$ cat src/rtl/hcc_pkg.sv
package hcc_pkg;
    typedef enum logic [1:0] {
        LEG_IDLE = 2'd0,
        LEG_ON   = 2'd1,
        LEG_DEAD = 2'd2
    } leg_st_e;
endpackage

$ cat src/rtl/hcc_input_map.sv
module hcc_input_map #(
    parameter int DW  = 16,
    parameter int NPH = 3,
    localparam int EW = DW + 2
) (
    input  logic                 derive_c,
    input  logic signed [DW-1:0] meas_a,
    input  logic signed [DW-1:0] ref_a,
    input  logic signed [DW-1:0] meas_b,
    input  logic signed [DW-1:0] ref_b,
    input  logic signed [DW-1:0] meas_c,
    input  logic signed [DW-1:0] ref_c,
    output logic signed [EW-1:0] meas_e [NPH],
    output logic signed [EW-1:0] ref_e  [NPH]
);
    logic signed [EW-1:0] ma_x, mb_x, mc_x, ra_x, rb_x, rc_x;

    always_comb begin
        ma_x = {{(EW-DW){meas_a[DW-1]}}, meas_a};
        mb_x = {{(EW-DW){meas_b[DW-1]}}, meas_b};
        mc_x = {{(EW-DW){meas_c[DW-1]}}, meas_c};
        ra_x = {{(EW-DW){ref_a[DW-1]}}, ref_a};
        rb_x = {{(EW-DW){ref_b[DW-1]}}, ref_b};
        rc_x = {{(EW-DW){ref_c[DW-1]}}, ref_c};
        for (int p = 0; p < NPH; p++) begin
            meas_e[p] = '0;
            ref_e[p]  = '0;
        end
        meas_e[0] = ma_x;
        ref_e[0]  = ra_x;
        meas_e[1] = mb_x;
        ref_e[1]  = rb_x;
        // the three load currents sum to zero, so leg c can be inferred
        meas_e[2] = derive_c ? -(ma_x + mb_x) : mc_x;
        ref_e[2]  = derive_c ? -(ra_x + rb_x) : rc_x;
    end
endmodule

$ cat src/rtl/hcc_band_cmp.sv
module hcc_band_cmp #(
    parameter int DW  = 16,
    parameter int EW  = DW + 2,
    localparam int XW = EW + 1
) (
    input  logic signed [EW-1:0] meas,
    input  logic signed [EW-1:0] setp,
    input  logic        [DW-1:0] band,
    output logic                 want_hi,
    output logic                 want_lo,
    output logic                 below_setp
);
    logic signed [XW-1:0] m_x, r_x, h_x;

    always_comb begin
        m_x = {{(XW-EW){meas[EW-1]}}, meas};
        r_x = {{(XW-EW){setp[EW-1]}}, setp};
        h_x = {{(XW-DW+1){1'b0}}, band[DW-1:1]};
        want_hi    = m_x < (r_x - h_x);
        want_lo    = m_x > (r_x + h_x);
        below_setp = m_x < r_x;
    end
endmodule

$ cat src/rtl/hcc_leg.sv
module hcc_leg
    import hcc_pkg::*;
#(
    parameter int DTW = 8,
    parameter int MOW = 16,
    parameter int CW  = 32
) (
    input  logic           clk,
    input  logic           rst,
    input  logic           valid,
    input  logic           want_hi,
    input  logic           want_lo,
    input  logic           below_setp,
    input  logic [DTW-1:0] dead_cfg,
    input  logic [MOW-1:0] min_on_cfg,
    output logic           gate_hi,
    output logic           gate_lo,
    output logic [CW-1:0]  sw_cnt
);
    typedef struct packed {
        leg_st_e        st;
        logic           hi_side;
        logic [DTW-1:0] dcnt;
        logic [MOW-1:0] ton;
        logic [CW-1:0]  cnt;
    } leg_t;

    leg_t leg_d, leg_q;
    logic flip_req;

    always_comb begin
        leg_d    = leg_q;
        flip_req = leg_q.hi_side ? want_lo : want_hi;
        case (leg_q.st)
            LEG_IDLE: begin
                if (valid) begin
                    leg_d.st      = LEG_ON;
                    leg_d.hi_side = below_setp;
                    leg_d.ton     = '0;
                end
            end
            LEG_ON: begin
                if (leg_q.ton != {MOW{1'b1}}) leg_d.ton = leg_q.ton + 1'b1;
                if (valid && flip_req && (leg_q.ton >= min_on_cfg)) begin
                    leg_d.hi_side = ~leg_q.hi_side;
                    leg_d.cnt     = leg_q.cnt + 1'b1;
                    leg_d.ton     = '0;
                    if (dead_cfg == '0) begin
                        leg_d.st = LEG_ON;
                    end else begin
                        leg_d.st   = LEG_DEAD;
                        leg_d.dcnt = dead_cfg;
                    end
                end
            end
            LEG_DEAD: begin
                if (leg_q.dcnt <= 1) begin
                    leg_d.st  = LEG_ON;
                    leg_d.ton = '0;
                end else begin
                    leg_d.dcnt = leg_q.dcnt - 1'b1;
                end
            end
            default: leg_d.st = LEG_IDLE;
        endcase
    end

    always_ff @(posedge clk) begin
        if (rst) begin
            leg_q <= '{st: LEG_IDLE, hi_side: 1'b0, dcnt: '0, ton: '0, cnt: '0};
        end else begin
            leg_q <= leg_d;
        end
    end

    always_comb begin
        gate_hi = (leg_q.st == LEG_ON) &&  leg_q.hi_side;
        gate_lo = (leg_q.st == LEG_ON) && !leg_q.hi_side;
        sw_cnt  = leg_q.cnt;
    end

    p_pair_excl_r4: assert property (@(posedge clk) disable iff (rst)
        !(gate_hi && gate_lo));

    p_gap_hi_lo_r5: assert property (@(posedge clk) disable iff (rst)
        ($past(gate_hi) && gate_lo) |-> ($past(dead_cfg) == '0));

    p_gap_lo_hi_r5: assert property (@(posedge clk) disable iff (rst)
        ($past(gate_lo) && gate_hi) |-> ($past(dead_cfg) == '0));

    p_min_on_r6: assert property (@(posedge clk) disable iff (rst)
        !$stable(sw_cnt) |-> ($past(leg_q.ton) >= $past(min_on_cfg)));

    p_cnt_step_r8: assert property (@(posedge clk) disable iff (rst)
        !$stable(sw_cnt) |-> (sw_cnt == $past(sw_cnt) + 1'b1));

    p_wait_strobe_r7: assert property (@(posedge clk) disable iff (rst)
        ($past(leg_q.st) == LEG_IDLE && !$past(valid)) |-> (leg_q.st == LEG_IDLE));
endmodule

$ cat src/rtl/hcc_top.sv
module hcc_top #(
    parameter int DW  = 16,
    parameter int DTW = 8,
    parameter int MOW = 16,
    parameter int CW  = 32
) (
    input  logic                 clk,
    input  logic                 rst,
    input  logic                 smp_valid,
    input  logic                 derive_c,
    input  logic        [DW-1:0] band,
    input  logic       [DTW-1:0] dead_cfg,
    input  logic       [MOW-1:0] min_on_cfg,
    input  logic signed [DW-1:0] meas_a,
    input  logic signed [DW-1:0] ref_a,
    input  logic signed [DW-1:0] meas_b,
    input  logic signed [DW-1:0] ref_b,
    input  logic signed [DW-1:0] meas_c,
    input  logic signed [DW-1:0] ref_c,
    output logic           [2:0] gate_hi,
    output logic           [2:0] gate_lo,
    output logic        [CW-1:0] sw_cnt_a,
    output logic        [CW-1:0] sw_cnt_b,
    output logic        [CW-1:0] sw_cnt_c
);
    localparam int NPH = 3;
    localparam int EW  = DW + 2;

    logic signed [EW-1:0] meas_e [NPH];
    logic signed [EW-1:0] ref_e  [NPH];
    logic [NPH-1:0] want_hi, want_lo, below;
    logic [CW-1:0]  cnt_v [NPH];

    hcc_input_map #(.DW(DW), .NPH(NPH)) u_map (
        .derive_c (derive_c),
        .meas_a   (meas_a),
        .ref_a    (ref_a),
        .meas_b   (meas_b),
        .ref_b    (ref_b),
        .meas_c   (meas_c),
        .ref_c    (ref_c),
        .meas_e   (meas_e),
        .ref_e    (ref_e)
    );

    for (genvar p = 0; p < NPH; p++) begin : g_leg
        hcc_band_cmp #(.DW(DW), .EW(EW)) u_cmp (
            .meas       (meas_e[p]),
            .setp       (ref_e[p]),
            .band       (band),
            .want_hi    (want_hi[p]),
            .want_lo    (want_lo[p]),
            .below_setp (below[p])
        );

        hcc_leg #(.DTW(DTW), .MOW(MOW), .CW(CW)) u_leg (
            .clk        (clk),
            .rst        (rst),
            .valid      (smp_valid),
            .want_hi    (want_hi[p]),
            .want_lo    (want_lo[p]),
            .below_setp (below[p]),
            .dead_cfg   (dead_cfg),
            .min_on_cfg (min_on_cfg),
            .gate_hi    (gate_hi[p]),
            .gate_lo    (gate_lo[p]),
            .sw_cnt     (cnt_v[p])
        );
    end

    always_comb begin
        sw_cnt_a = cnt_v[0];
        sw_cnt_b = cnt_v[1];
        sw_cnt_c = cnt_v[2];
    end

    // a side can only be requested from outside the band, never both at once
    p_req_excl_r3: assert property (@(posedge clk) disable iff (rst)
        (want_hi & want_lo) == '0);
endmodule

$ cat config.mk
export PLATFORM = sky130hd
export DESIGN_NAME = hcc_top
export DESIGN_NICKNAME = d
export VERILOG_FILES = /design/src/rtl/hcc_pkg.sv /design/src/rtl/hcc_input_map.sv /design/src/rtl/hcc_band_cmp.sv /design/src/rtl/hcc_leg.sv /design/src/rtl/hcc_top.sv
export SDC_FILE = /design/constraint.sdc
export NUM_CORES = 1
export LEC_CHECK = 0
export ABC_AREA = 1
export BUFFER_PORTS_ARGS = -buffer_cell sky130_fd_sc_hd__buf_2
export CAP_MARGIN = 20
export CORE_MARGIN = 1.5
export CORE_UTILIZATION = 35
export DETAILED_ROUTE_END_ITERATION = 7
export GPL_ROUTABILITY_DRIVEN = 0
export GPL_TIMING_DRIVEN = 1
export PLACE_DENSITY = 0.56
export SYNTH_ARGS = -nofsm -noshare
export SYNTH_HDL_FRONTEND = slang
export SYNTH_SLANG_ARGS = --single-unit
$ cat constraint.sdc
create_clock -name clk -period 8.63 [get_ports clk]
set_input_delay 0.863 -clock clk [delete_from_list [all_inputs] [get_ports clk]]
set_output_delay 0.863 -clock clk [all_outputs]
set_load 0.01 [all_outputs]
---- Word level (Yosys, flattened, before mapping) ----
Index checks and enable logic that the tools add are counted.
operators by class
  order comparisons ....................... 15
  bitwise gates (word level) .............. 3
  reductions and logical operators ........ 43
  muxes and demuxes ....................... 38
  equal/unequal tests ..................... 27
  add/subtract/negate cells ............... 19
operators by type and width
  cell                   number
  $mux 59                3
  $pmux 16 s3            3
  $mux 16                7
  $add 32x1->32 const B  3
  $add 16x16->17         4
  $add 16x1->16 const B  3
  $ge 16x16->1           3
  $ne 16x16->1 const B   3
  $pmux 8 s2             3
  $mux 18                2
  $neg 18->18            2
  $gt 16x17->1           2
  $lt 16x17->1           2
  $sub 16x16->17         2
  $lt 16x16->1           2
  $mux 8                 4
  $le 8x1->1 const B     3
  $reduce_and 4->1       6
  $sub 8x1->8 const B    3
  $add 18x16->19         1
  $gt 18x19->1           1
  $lt 18x19->1           1
  $sub 18x16->19         1
  $lt 18x18->1           1
  19 further kinds       80
storage, ports and cells
  bits of input ports ..................... 140
  output and inout bits ................... 102
  register bits after elaboration ......... 177
  logic and storage cells ................. 160

---- Depth between registers and ports, before layout ----
Gate-level depths: netlist of the first run.
  word-level depth ........................ 10
  depth in mapped cells ................... 44
  mapped depth without buffers ............ 44

---- Hierarchy ----
Synthesis of the first run repeated with hierarchy kept, for this count alone.
unflattened totals
  cell total of the unflattened synthesis .. 4,441
  area, all modules ....................... 26,988.4 um2
modules (own cells, without submodules)
  module                              cells each  sequential area each (um2)  instances  area an instance (um2)
  hcc_leg                             686         1,181.1                     3          4,425.5
  hcc_band_cmp at g_leg[0].u_cmp ...  575         0.0                         2          3,345.7
  hcc_input_map                       661         0.0                         1          3,548.4
  hcc_band_cmp at g_leg[1].u_cmp      572         0.0                         1          3,472.1

---- Least setup slack after synthesis of the first run ----
No wires, ideal clock.
  path kind ............................... input-to-reg
  from .................................... input port ref_a[0]
  to ...................................... register g_leg[2].u_leg.leg_q, in the netlist g_leg[2].u_leg.sw_cnt[23]
  required time ........................... 8.498 ns
  setup time .............................. 0.132 ns
  buffers on the path ..................... 2
  setup slack ............................. 2.888 ns
  data arrival time ....................... 5.610 ns
  stages .................................. 39
  cell sequence ........................... ha_1 > fa_1 > inv_1 > ha_1 > inv_1 > nor2_1 > nand4_2 > nor2_4 > nand3_2 > nor2_4 > nand2_1 > nor2_2 > xnor2_1 > nand2_1 > o21ai_1 > inv_2 > ha_1 > nor2_1 > [3 not listed] > o2111ai_1 > nand3_1 > o21ai_1 > nand2_1 > ha_1 > nand4_1 > nor2_1 > nand3_1 > nand4_1 > nand3_1 > nand2_1 > inv_1 > nor2_2 > nand3_1 > buf_4 > buf_4 > nand2_1 > a21oi_1
on the way
  cells in the longest elaborated chain, start to end .. 9
  elaborated cells between the ends (all ways) .. 11
  classes of those cells .................. add/sub: 4; order compare: 2; mux: 2; reduce/logical: 3
RTL lines
  item                                                     line                                    RTL
  from (decl)                                              hcc_top.sv:15                           input logic signed [DW-1:0] ref_a,
  $add 16x16->17 *                                         hcc_input_map.sv:35                     ref_e[2] = derive_c ? -(ra_x + rb_x) : rc_x;
  $neg 18->18 *                                            hcc_input_map.sv:35
  $mux 18 *                                                hcc_input_map.sv:35
  $sub 18x16->19 / $add 18x16->19 (equally long branches)  hcc_band_cmp.sv:19, hcc_band_cmp.sv:20
  $lt 18x19->1 / $gt 18x19->1 (equally long branches)      hcc_band_cmp.sv:19, hcc_band_cmp.sv:20
  $mux 1 *                                                 hcc_leg.sv:33                           flip_req = leg_q.hi_side ? want_lo : want_hi;
  $logic_and 1x1->1 * (2 in a row)                         hcc_leg.sv:44                           if (valid && flip_req && (leg_q.ton >= min_on_cfg)) begin
  $reduce_and 2->1 (no line) *                             --
  to (signal assigned)                                     hcc_leg.sv:70                           leg_q <= '{st: LEG_IDLE, hi_side: 1'b0, dcnt: '0, ton: '0, cnt: '0};
  to (signal assigned)                                     hcc_leg.sv:72                           leg_q <= leg_d;
  to (decl)                                                hcc_leg.sv:28                           leg_t leg_d, leg_q;
Mark *: on every way between the ends. The rest lies on a longest branch, timed or not.
A chain may end at the register's enable or synchronous reset.

---- Worst setup path in the final report of the first run ----
  from .................................... input port ref_a[0]
  to ...................................... register g_leg[2].u_leg.leg_q, in the netlist g_leg[2].u_leg.sw_cnt[18]
Same word-level chain as after synthesis.

==> results of run 1 <==
-- area by class of cell --
type | instances | area share
inverter | 460 | 0.06926
tap | 855 | 0.04291
clock inverter | 15 | 0.008382
timing repair buffer | 247 | 0.05039
multi-input combinational | 2849 | 0.6695
antenna | 3 | 0.0003011
sequential | 177 | 0.1421
clock buffer | 17 | 0.01706
-- critical path: cells and delay by family --
family / cells / cell delay, ns
and+or+nand+nor: 25 / 3.01
adders and majority gates: 5 / 1.50
buffers and inverters: 6 / 0.82
AOI/OAI and AO/OA: 2 / 0.57
xor gates and xnor gates: 2 / 0.31
-- stage by stage --
stage	hold slack (ns)	instances	instance area, sq um	util	total power, mW
6_report	0.4861	4623	24930	0.3846	3.566
5_1_grt	0.5090	4622	24930	0.3846	3.887
4_1_cts	0.4864	4620	24920	0.3845	3.589
3_5_place_dp	0.4756	4588	24290	0.3747	2.712
3_3_place_gp	0.4752	4588	24290	0.3747	2.705
2_1_floorplan	0.4543	3654	23040	-	2.236
-- Yosys cell counts, drive strengths merged --
cell	number
dfxtp	177
inv	458
xor2	150
nor4	34
o21a	9
and2	3
a22oi	2
buf	136
or2	12
o211ai	10
clkinv	2
o2111ai	1
or3	1
nand3	186
a41oi	2
a211oi	6
a21boi	10
and3	8
fa	8
nor2	399
or4	4
a21oi	328
nand4	67
a21o	8
nor3b	8
o221ai	2
clkbuf	32
o311ai	2
o21bai	13
nand2	917
o21ai	169
a22o	1
nor3	92
nand3b	11
ha	334
a31oi	9
xnor2	28
nor4b	2
o22ai	5
o31ai	8
-- routing by layer --
metal	part of all wire	up-vias	track usage	routed length [microns]
met5	0.00053	-	0	40
met4	0.022	6	0.05862	1643
met3	0.051	88	0.02749	3861
met2	0.45	528	0.3619	34010
met1	0.48	10402	0.3025	35860
li1	-	12112	-	-
-- sequential cells by signal, summed over array words and instances, names as in the netlist --
register,cells
g_leg.u_leg.sw_cnt,96
g_leg.u_leg.leg_q,81
-- worst max path at each step --
stage / slack (ns) / end
floorplan: 2.89 / g_leg[2].u_leg.sw_cnt[23]
global placement: 1.37 / g_leg[2].u_leg.sw_cnt[18]
detailed placement: 1.37 / g_leg[2].u_leg.sw_cnt[18]
CTS: 1.85 / g_leg[2].u_leg.sw_cnt[18]
global route: 1.01 / g_leg[2].u_leg.sw_cnt[2]
finish: 1.88 / g_leg[2].u_leg.sw_cnt[18]
-- cell usage in the layout (no fill, tap or decap), drive strengths merged, types with 9 or more instances in the layout --
cell    Yosys  routed
clkbuf     32      17
nand3b     11      11
clkinv      2       9
inv       458     460
nand4      67      67
xnor2      28      28
a21oi     328     328
a31oi       9       9
a21boi     10      10
nand3     186     186
nand2     917     917
o21a        9       9
nor2      399     399
buf       136     247
dfxtp     177     177
xor2      150     150
or2        12      12
nor3       92      92
o21bai     13      13
o211ai     10      10
nor4       34      34
o21ai     169     169
ha        334     334
-- cells by family after synthesis --
family / share of synthesized area
simple gates: 0.3307
buf+inv: 0.1219
compound gates: 0.1373
fa+ha+maj: 0.1883
xor+xnor: 0.06798
flops: 0.1538
-- power by group through the flow --
stage | registers (mW) | logic (mW) | clock network [mW]
global placement | 0.956 | 1.75 | 0
global route | 0.949 | 2.02 | 0.917
CTS | 0.939 | 1.76 | 0.886
detailed placement | 0.957 | 1.76 | 0
finish | 0.939 | 1.77 | 0.859
floorplan | 0.939 | 1.30 | 0
==> flow_summary.yaml, run 1 <==
min_path:
  hold_path_startpoint: "g_leg[0].u_leg.sw_cnt[30]"
  hold_path_end: "g_leg[0].u_leg.sw_cnt[30]"
  hold_path_class: "reg2reg"
  worstHoldPathCells: 2
power:
  switching_share: 0.4462
  internal-power_mw: 1.975
  share_of_total_power_in_combinational_logic: 0.496
  netSwitchingPower_mw: 1.591
  share_clk_of_total_power: 0.241
  vdd.ir_drop.worst_v: 0.0001072
  pwr-share-seq: 0.263
  pwr_dens_nw_per_um2: 143.0
  static-leakage-power_nw: 12.00
placed_design:
  detailedPlace.worstSlack_ns: 1.371
  portBuffers: 240
  dp_hpwl_microns: 62120
drt:
  routedWlPerCell_microns: 16.31
  drt_pass1_iterations: 5
  finalWirelength_microns: 75410
  vias: 23136
  remaining_drc_errors: 0
  detailedRoute.firstIterationViolations: 1492
  antenna_violating_nets_post_route: 0
  avgViaCountPerCell: 5.005
clocking:
  post_cts.resized_instances: 0
  clk_root_buffer_cell: "sky130_fd_sc_hd__clkbuf_16"
  cts.sinks: 177
  cts.reportedPaths.clkPinSlew_ns: 0.07
  insertion_delay_to_the_later_sink_of_the_worst_skew_pair_ns: 0.46
  tritoncts: "done"
  cts-buffers-inserted: 17
  cts.htree.levels: 4
  post_cts_buffers: 0
  postCtsHoldBufs: 0
  cts-root-to-sink-buffers: 2
worst_setup_path:
  cp.arrival_ns: 7.11
  r2r-start: "g_leg[1].u_leg.leg_q[35]"
  worstRegToRegCells: 13
  crit_path_max_incr_delay_ns: 0.44
  timing_worst_setup_path_type: "in2reg"
  worst_setup_path_startpoint: "ref_a[0]"
  crit_required_ns: 8.98
  r2r_slack_ns: 5.31
  critPathLaunchType: "input port"
  crit_path_max_fanout: 31
  crit_path_frequent_cell: "sky130_fd_sc_hd__nand2_1"
  worst_r2r_endpoint: "g_leg[1].u_leg.leg_q[56]"
  end_kind: "register"
  slowest_cell_on_crit_path: "sky130_fd_sc_hd__fa_1"
yosys:
  synth.top_cells.by_area: "sky130_fd_sc_hd__ha_1, sky130_fd_sc_hd__dfxtp_1, sky130_fd_sc_hd__nand2_1"
  synth_top_cell_by_area: "sky130_fd_sc_hd__ha_1"
  syn_avg_cell_area_sq_um: 6.306
  synth_nets: 4136
  synth_cells: 3654
  yosysSeqAreaShare: 0.1538
  synth-seq-cells: 177
  syn_area_sq_um: 23040
  yosys_warnings: 0
  synth.top_cell.area_share: 0.1814
  yosysUniqueCellTypes: 64
sta:
  setup_viol_count_final: 0
  timing_worst_slew_pin_value_ns: 0.8621
  layout_setup_ws_ns: 1.878
  slew_headroom: 0.4192
  timing_max_transition_violations_final: 0
  finalHoldViolations: 0
  final_period_minus_worst_setup_slack_ns: 6.752
  finalCritPeriodShare: 0.7824
  tns_ns: 0
  final_setup_skew_ns: 0.01204
  fmaxAchievable_mhz: 148.1
  grt_setup_unrepaired: "false"
die:
  io-pin-count: 242
  core-area_sq_um: 64810
  overall_die_height_microns: 259.6
  floorplan.initialDensity: 0.3555
  die-area_sq_um: 67380
  placement_rows: 93
  dieWidth_microns: 259.6
global_route:
  overflow: 0
  antenna_violations_before_repair: 6
  grt_max_degree: 67
  grt_pass1_wl_microns: 117800
  first_global_vias: 21396
  gr-usage-all-layers: 0.2204
finish:
  final_nets: 4234
  drive_gt1_frac: 0.1033
  synthToLayoutAreaGrowth_pct: 8.188
  regArea_sq_um: 3543
  layout.filler_cells: 7140
  multi_input_comb_area_sq_um: 16690
run_status:
  outcome: "finished clean"
run:
  drv.max_cap_violation_count: 0
No activity file was read; power rests on OpenSTA's default activity.
==> run 2: changes to the inputs <==
==> constraint.sdc (replaced) <==
create_clock -name clk -period 6.4 [get_ports clk]
set_input_delay 0.64 -clock clk [delete_from_list [all_inputs] [get_ports clk]]
set_output_delay 0.64 -clock clk [all_outputs]
set_load 0.01 [all_outputs]
==> run 2 against run 1 <==
Net effect: die area stayed put; register-to-register slack worse by 1.8 ns; sequential share of layout area is 0.48 points lower; worst hold slack better by 0.0013 ns; utilization is 1.3 points higher; non-clock buffer count is 106 higher; via count is 1.7% higher; critical path type unchanged.
==> flow_summary.yaml, run 2 (synthesized netlist as in run 1, its figures left out) <==
worst_setup_path:
  critical_path.top_delay_family: "simple AND/OR/NAND/NOR gates"
  cp.arrival_ns: 6.23
  r2r_slack_ns: 3.46
  worst_r2r_endpoint: "g_leg[0].u_leg.sw_cnt[19]"
  crit_path_frequent_cell: "sky130_fd_sc_hd__nand2_1"
  crit_required_ns: 6.72
  r2r-start: "g_leg[0].u_leg.leg_q[47]"
  end_kind: "register"
  timing.critical_path.buf_inv: 6
  crit_path_max_fanout: 13
  slowest_cell_on_crit_path: "sky130_fd_sc_hd__fa_1"
  crit_path_max_incr_delay_ns: 0.51
  worstRegToRegCells: 13
  critPathLaunchType: "input port"
  timing_worst_setup_path_type: "in2reg"
finish:
  final_nets: 4340
  most-common-layout-cells: "sky130_fd_sc_hd__nand2_1, sky130_fd_sc_hd__inv_1, sky130_fd_sc_hd__nor2_1, sky130_fd_sc_hd__ha_1, sky130_fd_sc_hd__a21oi_1"
  final_design_area_no_fill_sq_um: 25800
  layout.filler_cells: 7125
  drive_gt1_frac: 0.1307
  largest_register_ff_count: 96
  layout.cells.most_common: "sky130_fd_sc_hd__nand2_1"
  synthToLayoutAreaGrowth_pct: 11.95
power:
  share_of_total_power_in_combinational_logic: 0.516
  switching_share: 0.4473
  pwr_dens_nw_per_um2: 191.4
  pwr-share-seq: 0.256
  vdd.ir_drop.worst_v: 0.0001186
  power_mw: 4.938
  static-leakage-power_nw: 12.53
  share_clk_of_total_power: 0.228
  netSwitchingPower_mw: 2.209
  internal-power_mw: 2.729
die:
  overall_die_height_microns: 259.6
  core-area_sq_um: 64810
  floorplan.initialDensity: 0.3555
  io-pin-count: 242
  dieWidth_microns: 259.6
  die-area_sq_um: 67380
  placement_rows: 93
clocking:
  clk_root_buffer_cell: "sky130_fd_sc_hd__clkbuf_16"
  cts.sinks: 177
  postCtsHoldBufs: 0
  insertion_delay_to_the_later_sink_of_the_worst_skew_pair_ns: 0.46
  tritoncts: "done"
  cts-buffers-inserted: 17
  cts.reportedPaths.clkPinSlew_ns: 0.07
  cts.htree.levels: 4
  cts-root-to-sink-buffers: 2
sta:
  timing_worst_slew_pin_value_ns: 0.7723
  finalCritPeriodShare: 0.9226
  final_setup_skew_ns: 0.01195
  setup_viol_count_final: 0
  tns_ns: 0
  layout_setup_ws_ns: 0.4953
  final_period_minus_worst_setup_slack_ns: 5.905
  grt_setup_unrepaired: "false"
  fmaxAchievable_mhz: 169.4
  slew_headroom: 0.4786
  timing_max_transition_violations_final: 0
  finalHoldViolations: 0
drt:
  routedWlPerCell_microns: 16.20
  finalWirelength_microns: 76600
  remaining_drc_errors: 0
  drt_pass1_iterations: 8
  antenna_violating_nets_post_route: 0
  detailedRoute.firstIterationViolations: 1437
  avgViaCountPerCell: 4.979
  vias: 23537
placed_design:
  postPlaceCellArea_sq_um: 25090
  portBuffers: 240
  detailedPlace.worstSlack_ns: -0.1859
  dp_hpwl_microns: 63590
min_path:
  worstHoldPathCells: 2
  hold_path_class: "reg2reg"
  hold_path_end: "g_leg[0].u_leg.sw_cnt[30]"
  hold_path_startpoint: "g_leg[0].u_leg.sw_cnt[30]"
run_status:
  outcome: "finished clean"
global_route:
  first_global_vias: 21572
  antenna_violations_before_repair: 5
  grt_pass1_wl_microns: 119200
  grt_max_degree: 55
  overflow: 0
  gr-usage-all-layers: 0.2245
run:
  drv.max_cap_violation_count: 0
==> run 2: worst register-to-register path, delay by kind of cell (launching register included) <==
| family | cells | cell delay, ns |
|---|---|---|
| fa+ha+maj | 1 | 0.32 |
| buf+inv | 2 | 0.41 |
| flops | 1 | 0.37 |
| simple gates | 10 | 1.76 |
==> run 2: layout make-up <==
| type | count | area [sq um] | area share |
|---|---|---|---|
| Multi-Input combinational cell | 2849 | 16750 | 0.6495 |
| Sequential cell | 177 | 3543 | 0.1374 |
| Timing Repair Buffer | 353 | 2095 | 0.08120 |
| Inverter | 460 | 1727 | 0.06694 |
| Tap cell | 855 | 1070 | 0.04147 |
| Clock buffer | 17 | 425.4 | 0.01649 |
| Clock inverter | 14 | 177.7 | 0.006888 |
| Antenna cell | 2 | 5.005 | 0.0001940 |
==> run 2: worst max path at each step <==
stage / start / to / slack (ns) / cells past startpoint
global placement: ref_a[0] / g_leg[2].u_leg.leg_q[41] / -0.07 / 39
global route: ref_a[0] / g_leg[2].u_leg.leg_q[53] / 0.007 / 40
CTS: ref_a[0] / g_leg[2].u_leg.sw_cnt[5] / 0.25 / 38
finish: ref_a[0] / g_leg[2].u_leg.sw_cnt[22] / 0.50 / 43
floorplan: ref_a[0] / g_leg[2].u_leg.sw_cnt[23] / 0.88 / 39
detailed placement: ref_a[0] / g_leg[2].u_leg.sw_cnt[22] / -0.19 / 39
==> run 2: power groups by stage <==
stage | sequential (mW) | combinational [mW] | clock (mW)
floorplan | 1.27 | 1.75 | 0
global placement | 1.29 | 2.50 | 0
detailed placement | 1.29 | 2.50 | 0
CTS | 1.26 | 2.51 | 1.16
global route | 1.28 | 2.90 | 1.20
finish | 1.26 | 2.55 | 1.13
==> run 2: timing repair <==
item / CTS / global route
resized for setup: 0 / 22
setup buffers: 0 / 1
setup endpoints to repair: 0 / 59
endpoints found under the hold margin: 0 / 0
==> run 2: layer usage <==
| layer | vias up | part of all wire | track usage |
|---|---|---|---|
| met5 | - | 0.00034 | 0 |
| met4 | 4 | 0.025 | 0.05927 |
| met3 | 95 | 0.053 | 0.03392 |
| met2 | 548 | 0.45 | 0.3662 |
| met1 | 10544 | 0.47 | 0.3067 |
| li1 | 12346 | - | - |
==> run 2: through the flow <==
stage                       util  hold WS, ns  std cells
after floorplan                -       0.4543       3654
after global placement    0.3872       0.4766       4692
after detailed placement  0.3872       0.4785       4692
after CTS                 0.3965       0.4913       4723
after global routing      0.3980       0.5214       4726
final                     0.3980       0.4874       4727
==> run 3: changes to the inputs <==
--- a/config.mk
+++ b/config.mk
@@ -8,12 +8,15 @@
 export ABC_AREA = 1
 export BUFFER_PORTS_ARGS = -buffer_cell sky130_fd_sc_hd__buf_2
 export CAP_MARGIN = 20
+export CELL_PAD_IN_SITES_DETAIL_PLACEMENT = 1
+export CELL_PAD_IN_SITES_GLOBAL_PLACEMENT = 1
 export CORE_MARGIN = 1.5
 export CORE_UTILIZATION = 35
 export DETAILED_ROUTE_END_ITERATION = 7
 export GPL_ROUTABILITY_DRIVEN = 0
 export GPL_TIMING_DRIVEN = 1
-export PLACE_DENSITY = 0.56
+export HOLD_SLACK_MARGIN = 0.1
+export PLACE_DENSITY_LB_ADDON = 0.2
 export SYNTH_ARGS = -nofsm -noshare
 export SYNTH_HDL_FRONTEND = slang
 export SYNTH_SLANG_ARGS = --single-unit
==> run 3 against run 2 <==
Net effect: cell area shrank 0.50%; worst hold slack better by 0.0023 ns; global-route usage grew 2.7 points; first-iteration DRC count is 14% lower.
==> flow_summary.yaml, run 3 (synthesized netlist as in run 1, its figures left out) <==
run_status:
  outcome: "finished clean"
die:
  placement_rows: 93
  io-pin-count: 242
  overall_die_height_microns: 259.6
  die-area_sq_um: 67380
  core-area_sq_um: 64810
  floorplan.initialDensity: 0.3555
  dieWidth_microns: 259.6
sta:
  timing_worst_slew_pin_value_ns: 0.9402
  layout_setup_ws_ns: 0.4458
  finalCritPeriodShare: 0.9303
  slew_headroom: 0.3732
  timing_max_transition_violations_final: 0
  fmaxAchievable_mhz: 167.9
  final_setup_skew_ns: 0.02716
  tns_ns: 0
  grt_setup_unrepaired: "true"
  final_period_minus_worst_setup_slack_ns: 5.954
  finalHoldViolations: 0
  setup_viol_count_final: 0
worst_setup_path:
  critical_path.top_delay_family: "simple AND/OR/NAND/NOR gates"
  critPathLaunchType: "input port"
  crit_path_frequent_cell: "sky130_fd_sc_hd__nand2_1"
  r2r-start: "g_leg[0].u_leg.leg_q[47]"
  timing.critical_path.depth: 37
  timing.critical_path.buf_inv: 4
  slowest_cell_on_crit_path: "sky130_fd_sc_hd__fa_1"
  worst_r2r_endpoint: "g_leg[0].u_leg.leg_q[41]"
  worst_setup_path_startpoint: "ref_a[0]"
  end_kind: "register"
  timing_worst_setup_path_type: "in2reg"
  crit_path_max_incr_delay_ns: 0.50
  crit_path_end: "g_leg[2].u_leg.sw_cnt[22]"
  crit_required_ns: 6.75
  crit_path_max_fanout: 25
  r2r_slack_ns: 3.43
  cp.arrival_ns: 6.31
  worstRegToRegCells: 14
finish:
  drive_gt1_frac: 0.1262
  most-common-layout-cells: "sky130_fd_sc_hd__nand2_1, sky130_fd_sc_hd__inv_1, sky130_fd_sc_hd__nor2_1, sky130_fd_sc_hd__ha_1, sky130_fd_sc_hd__a21oi_1"
  layout.cells.most_common: "sky130_fd_sc_hd__nand2_1"
  synthToLayoutAreaGrowth_pct: 11.39
  final_nets: 4320
  layout.filler_cells: 8695
  instances_no_fill: 4708
  largest_register_ff_count: 96
clocking:
  cts-root-to-sink-buffers: 2
  cts.sinks: 177
  tritoncts: "done"
  clk_root_buffer_cell: "sky130_fd_sc_hd__clkbuf_16"
  cts.htree.levels: 4
  cts-buffers-inserted: 17
  insertion_delay_to_the_later_sink_of_the_worst_skew_pair_ns: 0.50
  cts.reportedPaths.clkPinSlew_ns: 0.07
power:
  netSwitchingPower_mw: 2.332
  pwr-share-seq: 0.254
  switching_share: 0.4653
  pwr_dens_nw_per_um2: 195.3
  static-leakage-power_nw: 12.45
  power_mw: 5.011
  share_of_total_power_in_combinational_logic: 0.515
  share_clk_of_total_power: 0.231
  internal-power_mw: 2.679
  vdd.ir_drop.worst_v: 0.0002152
global_route:
  grt_pass1_wl_microns: 133200
  grt_max_degree: 74
  antenna_violations_before_repair: 2
  first_global_vias: 24029
  gr-usage-all-layers: 0.2512
  overflow: 0
run:
  drv.max_cap_violation_count: 0
placed_design:
  place_inst: 4674
  detailedPlace.worstSlack_ns: -0.2309
  dp_hpwl_microns: 70970
  portBuffers: 240
drt:
  antenna_violating_nets_post_route: 0
  avgViaCountPerCell: 5.096
  routedWlPerCell_microns: 17.98
  drt_pass1_iterations: 5
  finalWirelength_microns: 84650
  remaining_drc_errors: 0
  detailedRoute.firstIterationViolations: 1239
  vias: 23992
min_path:
  hold_path_class: "reg2reg"
[run 3: stage by stage]
stage,cell area (sq um),utilization,hold WS (ns)
2_1_floorplan,23040,-,0.4543
3_3_place_gp,24980,0.3855,0.4777
3_5_place_dp,24980,0.3855,0.4818
4_1_cts,25600,0.3950,0.4924
5_1_grt,25660,0.3960,0.5213
6_report,25670,0.3960,0.4896
[run 3: power by group through the flow]
stage                     clock network, mW  registers (mW)  logic [mW]
after floorplan                           0            1.27        1.75
after global placement                    0            1.29        2.51
after detailed placement                  0            1.30        2.55
after CTS                              1.20            1.27        2.57
after global routing                   1.24            1.28        2.95
final                                  1.16            1.27        2.58
[run 3: cell type report]
cell class | count | area [sq um] | area share
clock buffers | 18 | 439.2 | 0.01711
repair buffers | 333 | 1952 | 0.07605
multi-input cells | 2849 | 16750 | 0.6526
well taps | 855 | 1070 | 0.04168
flip-flops and latches | 177 | 3543 | 0.1381
diodes | 2 | 5.005 | 0.0001950
inverters | 460 | 1727 | 0.06727
clock inverters | 14 | 181.4 | 0.007069
[run 3: worst min-delay path by stage]
stage                                          from                   endpoint  slack [ns]  depth (start not counted)
after floorplan            g_leg[2].u_leg.leg_q[34]   g_leg[2].u_leg.leg_q[34]        0.45                          2
after global placement    g_leg[0].u_leg.sw_cnt[30]  g_leg[0].u_leg.sw_cnt[30]        0.48                          2
after detailed placement   g_leg[0].u_leg.leg_q[32]   g_leg[0].u_leg.leg_q[32]        0.48                          2
after CTS                  g_leg[0].u_leg.leg_q[32]   g_leg[0].u_leg.leg_q[32]        0.49                          2
after global routing      g_leg[0].u_leg.sw_cnt[30]  g_leg[0].u_leg.sw_cnt[30]        0.52                          2
final                      g_leg[0].u_leg.leg_q[32]   g_leg[0].u_leg.leg_q[32]        0.49                          2
[run 3: tightest hold or removal path, stage by stage, from the launching register on]
cell and delay [ns]:
sky130_fd_sc_hd__dfxtp_1 0.33, sky130_fd_sc_hd__nand2_1 0.07, sky130_fd_sc_hd__a21oi_1 0.06
[run 3: per-layer routing]
metal | track usage | wire, microns | vias to the layer above
met5 | 0 | 11 | -
met4 | 0.06363 | 1660 | 2
met3 | 0.02982 | 2950 | 92
met2 | 0.4205 | 39110 | 369
met1 | 0.3405 | 40910 | 11277
li1 | - | - | 12252
[run 3: what timing repair did]
action / CTS / global route
buffers inserted: 0 / 0
setup endpoints to repair: 0 / 59
gates resized for setup: 0 / 16
hold buffers: 0 / 0
